$ cat src/rtl/ivt_pkg.sv
package ivt_pkg;
  // Register addresses; the count/interval split by byte is fixed by software.
  localparam logic [1:0] ADDR_CNT_LO = 2'd0;
  localparam logic [1:0] ADDR_CNT_HI = 2'd1;
  localparam logic [1:0] ADDR_IVL_LO = 2'd2;
  localparam logic [1:0] ADDR_IVL_HI = 2'd3;

  // Strobes from the control to the datapath, all valid for one cycle.
  typedef struct packed {
    logic stageLow;    // latch low interval byte into staging
    logic commitHigh;  // commit {nibble, staging} as the interval
    logic reload;      // terminal-count tick: count <= interval
    logic decrement;   // ordinary tick: count <= count - 1
    logic raiseIrq;    // request a pulse in the next cycle
  } ivt_strobe_t;
endpackage

$ cat src/rtl/ivt_ctrl.sv
module ivt_ctrl
  import ivt_pkg::*;
#(
  parameter int CNT_W  = 12,
  parameter int DATA_W = 8
) (
  input  logic              regWrEn,
  input  logic [1:0]        regAddr,
  input  logic              tickEn,
  input  logic              countZero,
  input  logic              intervalNonZero,
  input  logic [CNT_W-1:0]  count,
  input  logic [CNT_W-1:0]  interval,
  output ivt_strobe_t       strb,
  output logic [DATA_W-1:0] regRdData
);
  localparam int HI_W = CNT_W - DATA_W;

  logic [DATA_W-1:0] countHiPad;
  logic [DATA_W-1:0] intervalHiPad;

  always_comb begin
    strb.stageLow   = regWrEn && (regAddr == ADDR_IVL_LO);
    strb.commitHigh = regWrEn && (regAddr == ADDR_IVL_HI);
    strb.reload     = tickEn && countZero;
    strb.decrement  = tickEn && !countZero;
    strb.raiseIrq   = tickEn && countZero && intervalNonZero;
  end

  generate
    if (HI_W < DATA_W) begin : g_pad
      assign countHiPad    = {{(DATA_W-HI_W){1'b0}}, count[CNT_W-1:DATA_W]};
      assign intervalHiPad = {{(DATA_W-HI_W){1'b0}}, interval[CNT_W-1:DATA_W]};
    end else begin : g_full
      assign countHiPad    = count[CNT_W-1:DATA_W];
      assign intervalHiPad = interval[CNT_W-1:DATA_W];
    end
  endgenerate

  always_comb begin
    unique case (regAddr)
      ADDR_CNT_LO: regRdData = count[DATA_W-1:0];
      ADDR_CNT_HI: regRdData = countHiPad;
      ADDR_IVL_LO: regRdData = interval[DATA_W-1:0];
      default:     regRdData = intervalHiPad;
    endcase
  end
endmodule

$ cat src/rtl/ivt_datapath.sv
module ivt_datapath
  import ivt_pkg::*;
#(
  parameter int CNT_W  = 12,
  parameter int DATA_W = 8
) (
  input  logic              clk,
  input  logic              rstN,
  input  ivt_strobe_t       strb,
  input  logic [DATA_W-1:0] wrData,
  output logic [CNT_W-1:0]  count,
  output logic [CNT_W-1:0]  interval,
  output logic              countZero,
  output logic              intervalNonZero,
  output logic              irq
);
  localparam int HI_W = CNT_W - DATA_W;
  localparam logic [CNT_W-1:0] ONE = {{(CNT_W-1){1'b0}}, 1'b1};

  logic [DATA_W-1:0] stageLo;

  assign countZero       = (count == '0);
  assign intervalNonZero = |interval;

  always_ff @(posedge clk or negedge rstN) begin
    if (!rstN) begin
      stageLo  <= '0;
      interval <= '0;
      count    <= '0;
      irq      <= 1'b0;
    end else begin
      if (strb.stageLow)   stageLo  <= wrData;
      if (strb.commitHigh) interval <= {wrData[HI_W-1:0], stageLo};
      if (strb.reload)         count <= interval;
      else if (strb.decrement) count <= count - ONE;
      irq <= strb.raiseIrq;
    end
  end

  // an ordinary tick lowers the count by one
  p_decrement_r2: assert property (@(posedge clk) disable iff (!rstN)
    strb.decrement |=> count == $past(count) - ONE);
  // without a tick the count holds
  p_hold_r2: assert property (@(posedge clk) disable iff (!rstN)
    !(strb.reload || strb.decrement) |=> $stable(count));
  // reload takes the interval committed before the tick
  p_reload_r3: assert property (@(posedge clk) disable iff (!rstN)
    strb.reload |=> count == $past(interval));
  // the request never lasts more than one cycle
  p_pulse_r4: assert property (@(posedge clk) disable iff (!rstN)
    irq |=> !irq);
  // no request is raised from a zero interval
  p_zero_quiet_r5: assert property (@(posedge clk) disable iff (!rstN)
    irq |-> $past(interval) != '0);
  // the interval changes only on a commit
  p_stage_only_r6: assert property (@(posedge clk) disable iff (!rstN)
    !strb.commitHigh |=> $stable(interval));
  // commit joins the written nibble with the staged byte
  p_commit_r7: assert property (@(posedge clk) disable iff (!rstN)
    strb.commitHigh |=> interval == {$past(wrData[HI_W-1:0]), $past(stageLo)});
endmodule

$ cat src/rtl/reload_interval_timer.sv
module reload_interval_timer
  import ivt_pkg::*;
#(
  parameter int CNT_W  = 12,
  parameter int DATA_W = 8
) (
  input  logic              clk,
  input  logic              rstN,
  input  logic              tickEn,
  input  logic              regWrEn,
  input  logic [1:0]        regAddr,
  input  logic [DATA_W-1:0] regWrData,
  output logic [DATA_W-1:0] regRdData,
  output logic              irqPulse
);
  ivt_strobe_t      strb;
  logic [CNT_W-1:0] count;
  logic [CNT_W-1:0] interval;
  logic             countZero;
  logic             intervalNonZero;

  ivt_ctrl #(.CNT_W(CNT_W), .DATA_W(DATA_W)) u_ctrl (
    .regWrEn(regWrEn), .regAddr(regAddr), .tickEn(tickEn),
    .countZero(countZero), .intervalNonZero(intervalNonZero),
    .count(count), .interval(interval), .strb(strb), .regRdData(regRdData)
  );

  ivt_datapath #(.CNT_W(CNT_W), .DATA_W(DATA_W)) u_dp (
    .clk(clk), .rstN(rstN), .strb(strb), .wrData(regWrData),
    .count(count), .interval(interval), .countZero(countZero),
    .intervalNonZero(intervalNonZero), .irq(irqPulse)
  );
endmodule

$ cat config.mk
export PLATFORM = sky130hd
export DESIGN_NAME = reload_interval_timer
export DESIGN_NICKNAME = d
export VERILOG_FILES = /design/src/rtl/ivt_pkg.sv /design/src/rtl/ivt_ctrl.sv /design/src/rtl/ivt_datapath.sv /design/src/rtl/reload_interval_timer.sv
export SDC_FILE = /design/constraint.sdc
export NUM_CORES = 1
export LEC_CHECK = 0
export BUFFER_PORTS_ARGS = -buffer_cell sky130_fd_sc_hd__buf_2
export CAP_MARGIN = 20
export CORE_MARGIN = 3
export CORE_UTILIZATION = 48
export DETAILED_ROUTE_END_ITERATION = 10
export GPL_TIMING_DRIVEN = 0
export PLACE_DENSITY = 0.71
export SYNTH_ARGS = -nofsm -noshare
export SYNTH_HDL_FRONTEND = slang
export SYNTH_SLANG_ARGS = --single-unit
$ cat constraint.sdc
create_clock -name clk -period 2 [get_ports clk]
set_input_delay 0.4 -clock clk [delete_from_list [all_inputs] [get_ports clk]]
set_output_delay 0.4 -clock clk [all_outputs]
set_load 0.02 [all_outputs]
==> results of run 1 <==
registers in the layout, indices dropped and copies added, names as in the netlist:
signal	flops
u_dp.count	12
u_dp.interval	12
u_dp.stageLo	8
u_dp.irq	1
kinds of logic after synthesis:
| logic type | after synthesis | share of synthesized area (%) |
|---|---|---|
| and+or+nand+nor | 49 | 16.6 |
| AOI/OAI and AO/OA | 18 | 9.14 |
| adders and majority gates | 2 | 1.44 |
| buffers and inverters | 13 | 3.74 |
| DFF | 33 | 47.5 |
| muxes | 30 | 21.6 |
cell usage after synthesis, types with 2 or more instances:
library cell	count
a211oi_1	4
ha_1	2
dfrtp_1	33
o2bb2ai_1	3
or3b_2	2
nand3_1	8
buf_6	2
or4_1	3
nor4_1	5
mux4_2	4
nor3_1	8
clkbuf_1	4
nand2_1	3
mux2_2	20
nor2_1	11
or4_4	2
nand3b_1	2
inv_1	5
o211ai_1	2
mux2i_1	6
power by group through the flow:
stage               sequential, W  clock [W]  combinational (W)
CTS                       0.00105   0.000545           0.000924
detailed placement        0.00110          0           0.000781
floorplan                 0.00102          0           0.000616
global route              0.00109   0.000580            0.00108
finish                    0.00106   0.000536            0.00100
global placement          0.00108          0           0.000746
stage by stage:
stage | instance area [sq um] | power, W | utilization [%] | worst slack [ps]
2_1_floorplan | 1740 | 0.00163 | - | 20.2
3_3_place_gp | 1900 | 0.00183 | 55.7 | -152
3_5_place_dp | 1900 | 0.00188 | 55.7 | -225
4_1_cts | 2060 | 0.00252 | 60.4 | -4.45
5_1_grt | 2120 | 0.00275 | 62.0 | -56.9
6_report | 2120 | 0.00260 | 62.0 | 25.4
critical path, delay by kind of cell, from the launching register on:
| family | cells | cell delay, ps |
|---|---|---|
| compound gates | 2 | 270 |
| flops | 1 | 420 |
| simple gates | 2 | 1160 |
what timing repair did:
item,in CTS,in global routing
endpoints found under the hold margin,0,0
resized for setup,10,8
pin swaps,2,5
endpoints found under the setup margin,11,10
buffers inserted,5,3
gates cloned,1,0
per-layer routing:
metal  track usage (%)  up-vias  wire (um)
met5                 0        -          0
met4              12.7        0        129
met3              4.42       13        256
met2              36.2       53       2190
met1              26.5      707       1690
li1                  -      623          -
final timing paths:
path | start | to | slack [ps]
setup / recovery | u_dp.count[6] | u_dp.count[4] | 30
hold / removal | rstN | u_dp.count[4] | 110
setup reg to reg | u_dp.count[6] | u_dp.count[4] | 30
hold reg to reg | u_dp.stageLo[1] | u_dp.stageLo[1] | 510
max in group asynchronous | rstN | u_dp.count[6] | 1380
min in group clk | regWrData[5] | u_dp.stageLo[5] | 290
cell type report:
| cell class | count | area, sq um | share of cell area [%] |
|---|---|---|---|
| multi-input cells | 100 | 921 | 43.5 |
| well taps | 46 | 57.6 | 2.72 |
| plain buffers | 7 | 43.8 | 2.07 |
| flip-flops and latches | 33 | 828 | 39.1 |
| clock buffers | 6 | 51.3 | 2.42 |
| repair buffers | 28 | 160 | 7.56 |
| clock inverters | 2 | 37.5 | 1.77 |
| inverters | 5 | 18.8 | 0.886 |
==> impl_metrics.yaml, run 1 <==
status:
  status: "complete, no violations"
clock_tree:
  clk_latency_ps: 340
  cts_root_buffer: "clkbuf_4"
  cts-htree-levels: 2
  clkSlewWorstSetupHoldPaths_ps: 110
  cts_max_path_buffers: 2
  holdBufCountCts: 0
  numCtsBuffers: 5
  cts_sinks: 33
  tritoncts: "done"
logic_synthesis:
  synth-edff-count: 0
  synthTopCellsByArea: "dfrtp_1 (48%), mux2_2 (13%), mux4_2 (5.2%)"
  synth_cell_types: 36
  yosys.area.top_type_share_pct: 47.5
  synthFlopType: "dfrtp_1"
  syn-cell-area_sq_um: 1740
  synth_top_area_cell: "dfrtp_1"
  synth_seq_area_share_pct: 47.5
  synth_warnings: 0
  ys_seq_elements: 33
  synth_cells: 145
  synth_nets: 161
  synth-async-reset-ratio_pct: 100
  avgSynthCellArea_sq_um: 12.0
timing:
  tightest_slew_ps: 749
  fin_crit_sh_pct: 98.7
  period_needed_ps: 1970
  setup_viol: 0
  rsz0062_at_grt: "yes"
  fmax_ghz: 0.506
  skew_ps: 5.25
  whs_ps: 112
  final_max_slew_viol_count: 0
  hold_viol_final: 0
  tns_ps: 0
  relSlewSlack_pct: 50.1
routing:
  firstDrtPassIters: 4
  postRouteAntennaNets: 0
  routed_wl_um: 4260
  avgViaCountPerCell: 6.15
  num_vias: 1396
  drc: 0
  avgRoutedWirePerCell_um: 18.8
  drt_iter0_drc: 91
placed_design:
  dpl.hpwl_um: 2830
  place_inst: 211
  place.gp.congestion: 0.828
  io_buffers: 20
power_and_ir_drop:
  comb_power_share_pct: 38.4
  sequentialPowerShare_pct: 40.9
  power.density_nw_per_um2: 1230
  vdd_drop_max_v: 0.000667
  leakage_nw: 0.917
  internal_power_w: 0.00165
  p_sw_share_pct: 36.4
  p_sw_w: 0.000946
  clkPwrFrac_pct: 20.6
die:
  rows: 21
  dieArea_sq_um: 4380
  ios: 23
  die_h_um: 66.2
  core_sq_um: 3420
  die_w_um: 66.2
  initial_core_util_pct: 50.9
cells_and_area:
  diodes: 0
  nFillCells: 285
  area_delta_synth_final_pct: 21.9
  drive_gt1_share_pct: 47.0
  mostFrequentLayoutCells: "dfrtp_1 (31), mux2_2 (20), buf_2 (20), nor2_1 (11)"
  mostFrequentLayoutCell: "dfrtp_1"
  fin_nets: 196
  stdcell_count: 227
setup_path:
  startpoint_type: "flip-flop"
  required_ps: 2220
  critPathSlowestCell: "or4_4"
  path_class: "reg2reg"
  crit_path_max_incr_delay_ps: 600
  r2r.worst_path.cells: 4
  worstPathCellList: "or4_4, or4_4, o22ai_2, a2bb2oi_2"
  worstPathMaxFanout: 5
  cpMostUsedCell: "or4_4"
  endpoint_kind: "flip-flop"
  crit_arrival_ps: 2200
global_route:
  grt_max_degree: 34
  grt_overflow: 0
  grt_antenna_before_repair: 0
  grt_first_pass_wirelength_um: 7090
  grt_pass1_vias: 1433
  grt_use_total_pct: 22.0
run:
  max_cap_viol_count: 0
min_path:
  min_path_type: "in2async"
No activity file was read; power rests on OpenSTA's default activity.
==> run 2, diff against run 1 <==
--- a/config.mk
+++ b/config.mk
@@ -11,7 +11,7 @@
 export CORE_UTILIZATION = 48
 export DETAILED_ROUTE_END_ITERATION = 10
 export GPL_TIMING_DRIVEN = 0
-export PLACE_DENSITY = 0.71
+export PLACE_DENSITY_LB_ADDON = 0.2
 export SYNTH_ARGS = -nofsm -noshare
 export SYNTH_HDL_FRONTEND = slang
 export SYNTH_SLANG_ARGS = --single-unit
==> impl_metrics.yaml, run 2 (synthesized netlist as in run 1, its figures left out) <==
run:
  max_cap_viol_count: 0
global_route:
  grt_overflow: 0
  use_met1_pct: 25.2
  met3_usage_pct: 4.76
  grt_max_degree: 34
  grt_use_met2_pct: 34.6
  grt-busiest-layer: "met2"
  grt_pass1_vias: 1336
  grt_use_total_pct: 20.3
  grt_first_pass_wirelength_um: 6550
  grt_antenna_before_repair: 0
power_and_ir_drop:
  power.density_nw_per_um2: 1160
  leakage_nw: 0.880
  p_sw_share_pct: 37.9
  vdd_drop_max_v: 0.000592
  internal_power_w: 0.00149
  p_sw_w: 0.000908
  clkPwrFrac_pct: 16.2
  comb_power_share_pct: 39.6
  sequentialPowerShare_pct: 44.2
routing:
  postRouteAntennaNets: 0
  drt_iter0_drc: 85
  drc: 0
  avgViaCountPerCell: 5.97
  avgRoutedWirePerCell_um: 18.2
  routed_wl_um: 4030
  num_vias: 1326
  firstDrtPassIters: 4
timing:
  fmax_ghz: 0.505
  period_needed_ps: 1980
  tightest_slew_ps: 731
  setup_viol: 0
  whs_ps: 110
  hold_viol_final: 0
  fin_crit_sh_pct: 98.9
  rsz0062_at_grt: "yes"
  relSlewSlack_pct: 51.2
  final_max_slew_viol_count: 0
  timing.final.ws_setup_ps: 21.0
  skew_ps: 15.6
cells_and_area:
  drive_gt1_share_pct: 45.5
  diodes: 0
  ff_latch_area_sq_um: 828
  nFillCells: 306
  area_delta_synth_final_pct: 18.6
  mostFrequentLayoutCells: "dfrtp_1 (31), mux2_2 (20), buf_2 (20), nor2_1 (11), nand3_1 (8)"
  fin_nets: 192
  top_regs: "u_dp.count x12, u_dp.interval x12, u_dp.stageLo x8"
  mostFrequentLayoutCell: "dfrtp_1"
  multi_input_area_sq_um: 923
die:
  ios: 23
  rows: 21
  die_w_um: 66.2
  dieArea_sq_um: 4380
  core_sq_um: 3420
  initial_core_util_pct: 50.9
  die_h_um: 66.2
setup_path:
  required_ps: 2190
  endpoint_kind: "flip-flop"
  reg2reg_slack_ps: 20
  startpoint_type: "flip-flop"
  r2r_start: "u_dp.count[4]"
  r2r.worst_path.cells: 5
  path_class: "reg2reg"
  r2r-end: "u_dp.count[4]"
  worstPathMaxFanout: 10
  crit_arrival_ps: 2170
clock_tree:
  numCtsBuffers: 5
  cts_sinks: 33
  clkSlewWorstSetupHoldPaths_ps: 110
  holdBufCountCts: 0
  tritoncts: "done"
  cts_root_buffer: "clkbuf_4"
  cts-htree-levels: 2
  clk_latency_ps: 330
  cts_max_path_buffers: 2
status:
  status: "complete, no violations"
placed_design:
  place_ws_ps: -164
  place.gp.congestion: 0.816
  io_buffers: 20
  dpl.hpwl_um: 2790
min_path:
  min_path_type: "in2async"
[run 2: cell types whose count changed in the layout (fill, tap and decap cells not counted), sizes merged]
cell,change
buf,-4
bufinv,-1
[run 2: what timing repair did]
action / 4_1_cts / 5_1_grt
pin swaps: 0 / 3
cloned: 0 / 1
gates resized for setup: 6 / 12
setup endpoints to repair: 11 / 9
setup buffers: 4 / 0
[run 2: worst max path at each step]
stage | cells after the start | slack (ps) | endpoint | startpoint
final | 5 | 20 | u_dp.count[4] | u_dp.count[4]
after global routing | 5 | -20 | u_dp.count[4] | u_dp.count[4]
after CTS | 5 | -10 | u_dp.count[4] | u_dp.count[4]
after detailed placement | 6 | -160 | u_dp.count[9] | tickEn
after global placement | 6 | -150 | u_dp.count[9] | tickEn
after floorplan | 5 | 20 | u_dp.count[6] | u_dp.count[2]
[run 2: cell type report]
type / count / share of cell area (%)
clock inverter: 1 / 0.364
clock buffer: 6 / 2.49
timing repair buffer: 24 / 6.31
sequential: 33 / 40.2
multi-input combinational: 100 / 44.8
inverter: 5 / 0.911
tap: 46 / 2.79
buffer: 7 / 2.13
[run 2: power groups by stage]
| stage | Combinational (W) | Sequential [W] | Clock [W] |
|---|---|---|---|
| 6_report | 0.000949 | 0.00106 | 0.000387 |
| 5_1_grt | 0.00103 | 0.00109 | 0.000433 |
| 4_1_cts | 0.000877 | 0.00105 | 0.000399 |
| 3_5_place_dp | 0.000780 | 0.00110 | 0 |
| 3_3_place_gp | 0.000746 | 0.00108 | 0 |
| 2_1_floorplan | 0.000616 | 0.00102 | 0 |
[run 2: metrics by stage]
stage               util, %  cell area, sq um  power (W)  instances  TNS (ps)
detailed placement     55.7              1900    0.00188        211      -938
finish                 60.3              2060    0.00239        222         0
global placement       55.7              1900    0.00183        211      -628
global route           60.3              2060    0.00256        222     -65.9
floorplan                 -              1740    0.00163        145         0
CTS                    58.4              2000    0.00233        221     -15.4
[run 2: metal layers]
layer / wire length [um] / share of wire (%)
met1: 1710 / 42
met2: 2080 / 52
met3: 176 / 4.4
met4: 63 / 1.6
met5: 0 / 0
[run 2: critical path, stage by stage, from the launching register on]
cell,delay (ps)
dfrtp_1,380
buf_6,140
or4_4,480
or4_4,600
o22ai_2,180
a2bb2oi_2,70
==> run 3, diff against run 2 <==
--- a/config.mk
+++ b/config.mk
@@ -10,8 +10,7 @@
 export CORE_MARGIN = 3
 export CORE_UTILIZATION = 48
 export DETAILED_ROUTE_END_ITERATION = 10
-export GPL_TIMING_DRIVEN = 0
-export PLACE_DENSITY_LB_ADDON = 0.2
+export PLACE_DENSITY = 0.81
 export SYNTH_ARGS = -nofsm -noshare
 export SYNTH_HDL_FRONTEND = slang
 export SYNTH_SLANG_ARGS = --single-unit
==> impl_metrics.yaml, run 3 (synthesized netlist as in run 1, its figures left out) <==
clock_tree:
  cts_max_path_buffers: 2
  cts_root_buffer: "clkbuf_4"
  numCtsBuffers: 5
  tritoncts: "done"
  clk_latency_ps: 330
  cts-htree-levels: 2
  post-cts-setup-buffer-count: 0
  cts_sinks: 33
  holdBufCountCts: 0
  clkSlewWorstSetupHoldPaths_ps: 100
power_and_ir_drop:
  power.density_nw_per_um2: 1220
  p_sw_w: 0.000903
  internal_power_w: 0.00165
  clkPwrFrac_pct: 20.5
  vdd_drop_max_v: 0.000547
  leakage_nw: 0.916
  sequentialPowerShare_pct: 40.7
  comb_power_share_pct: 38.8
  p_sw_share_pct: 35.4
die:
  initial_core_util_pct: 50.9
  die_h_um: 66.2
  die_w_um: 66.2
  dieArea_sq_um: 4380
  core_sq_um: 3420
  rows: 21
  ios: 23
run:
  max_cap_viol_count: 0
timing:
  skew_ps: 8.85
  setup_viol: 0
  tightest_slew_ps: 728
  relSlewSlack_pct: 51.5
  hold_viol_final: 0
  period_needed_ps: 1940
  rsz0062_at_grt: "no"
  tns_ps: 0
  fin_crit_sh_pct: 96.9
  fmax_ghz: 0.516
  final_max_slew_viol_count: 0
min_path:
  min_path_type: "in2async"
routing:
  avgRoutedWirePerCell_um: 17.6
  firstDrtPassIters: 4
  drt_iter0_drc: 144
  avgViaCountPerCell: 6.22
  postRouteAntennaNets: 0
  routed_wl_um: 4020
  drc: 0
  num_vias: 1419
global_route:
  grt_first_pass_wirelength_um: 6580
  grt_antenna_before_repair: 0
  grt_pass1_vias: 1350
  grt_use_total_pct: 19.9
  grt_max_degree: 34
  grt_overflow: 0
setup_path:
  crit_start: "u_dp.count[3]"
  reg2reg_slack_ps: 60
  path_class: "reg2reg"
  startpoint_type: "flip-flop"
  required_ps: 2200
  r2r_start: "u_dp.count[3]"
  endpoint_kind: "flip-flop"
  crit_arrival_ps: 2140
  worstPathMaxFanout: 5
placed_design:
  place.gp.congestion: 0.894
  io_buffers: 22
  placed_area_sq_um: 1970
  dpl.hpwl_um: 2860
cells_and_area:
  mostFrequentLayoutCell: "dfrtp_1"
  drive_gt1_share_pct: 46.2
  mostFrequentLayoutCells: "dfrtp_1 (33), buf_2 (22), mux2_2 (20), buf_4 (14), nor2_1 (11)"
  top_regs: "u_dp.count x12, u_dp.interval x12, u_dp.stageLo x8"
  area_delta_synth_final_pct: 20.9
  fin_nets: 197
  nFillCells: 285
  fin_area_sq_um: 2100
  ff_latch_area_sq_um: 826
  multi_input_area_sq_um: 895
  diodes: 0
status:
  status: "complete, no violations"
==> run 3: cell types whose count changed in the layout (fill, tap and decap cells not counted), sizes merged <==
cell,change
buf,+9
clkbuf,-4
bufinv,+1
==> run 3: through the flow <==
step / power (W) / hold WS [ps] / utilization, % / worst slack (ps) / instances
after detailed placement: 0.00197 / 491 / 57.7 / 27.1 / 219
after CTS: 0.00250 / 123 / 60.3 / 10.7 / 227
final: 0.00255 / 112 / 61.5 / 62.8 / 228
after global routing: 0.00270 / 144 / 61.5 / 0.189 / 228
after global placement: 0.00192 / 481 / 57.7 / 69.5 / 219
after floorplan: 0.00163 / 104 / - / 20.2 / 145
==> run 3: repair_timing <==
item | in CTS | in global routing
resized for setup | 0 | 6
setup endpoints to repair | 0 | 8
hold endpoints to repair | 0 | 0
==> run 3: power by group through the flow <==
stage,Clock (W),Sequential (W),Combinational (W)
finish,0.000522,0.00104,0.000991
global route,0.000563,0.00107,0.00107
CTS,0.000536,0.00103,0.000929
detailed placement,0,0.00105,0.000922
global placement,0,0.00103,0.000891
floorplan,0,0.00102,0.000616
==> run 3: final timing paths <==
kind | end | cells after the start
min in group clk | u_dp.stageLo[5] | 2
max reg2reg | u_dp.count[1] | 4
min reg2reg | u_dp.stageLo[1] | 1
min | u_dp.count[6] | 1
max in group asynchronous | u_dp.count[0] | 1
max | u_dp.count[1] | 4
==> run 3: area by class of cell <==
type	count	share of cell area, %
Clock inverter	2	1.79
Timing Repair Buffer	36	10.2
Multi-Input combinational cell	100	42.6
Clock buffer	6	2.44
Tap cell	46	2.74
Inverter	5	0.893
Sequential cell	33	39.3
==> run 3: critical path, cell delays in order, from the launching register on <==
cell and delay (ps):
dfrtp_1 420, or4_4 550, or4_4 600, nand3b_1 130
o211ai_1 110
==> run 3: per-layer routing <==
| metal | GRT usage [%] | vias up | part of all wire (%) |
|---|---|---|---|
| met4 | 9.64 | 0 | 2.6 |
| met3 | 4.93 | 21 | 6.5 |
| li1 | - | 629 | - |
| met5 | 0 | - | 0 |
| met1 | 25.5 | 703 | 41 |
| met2 | 31.2 | 66 | 50 |
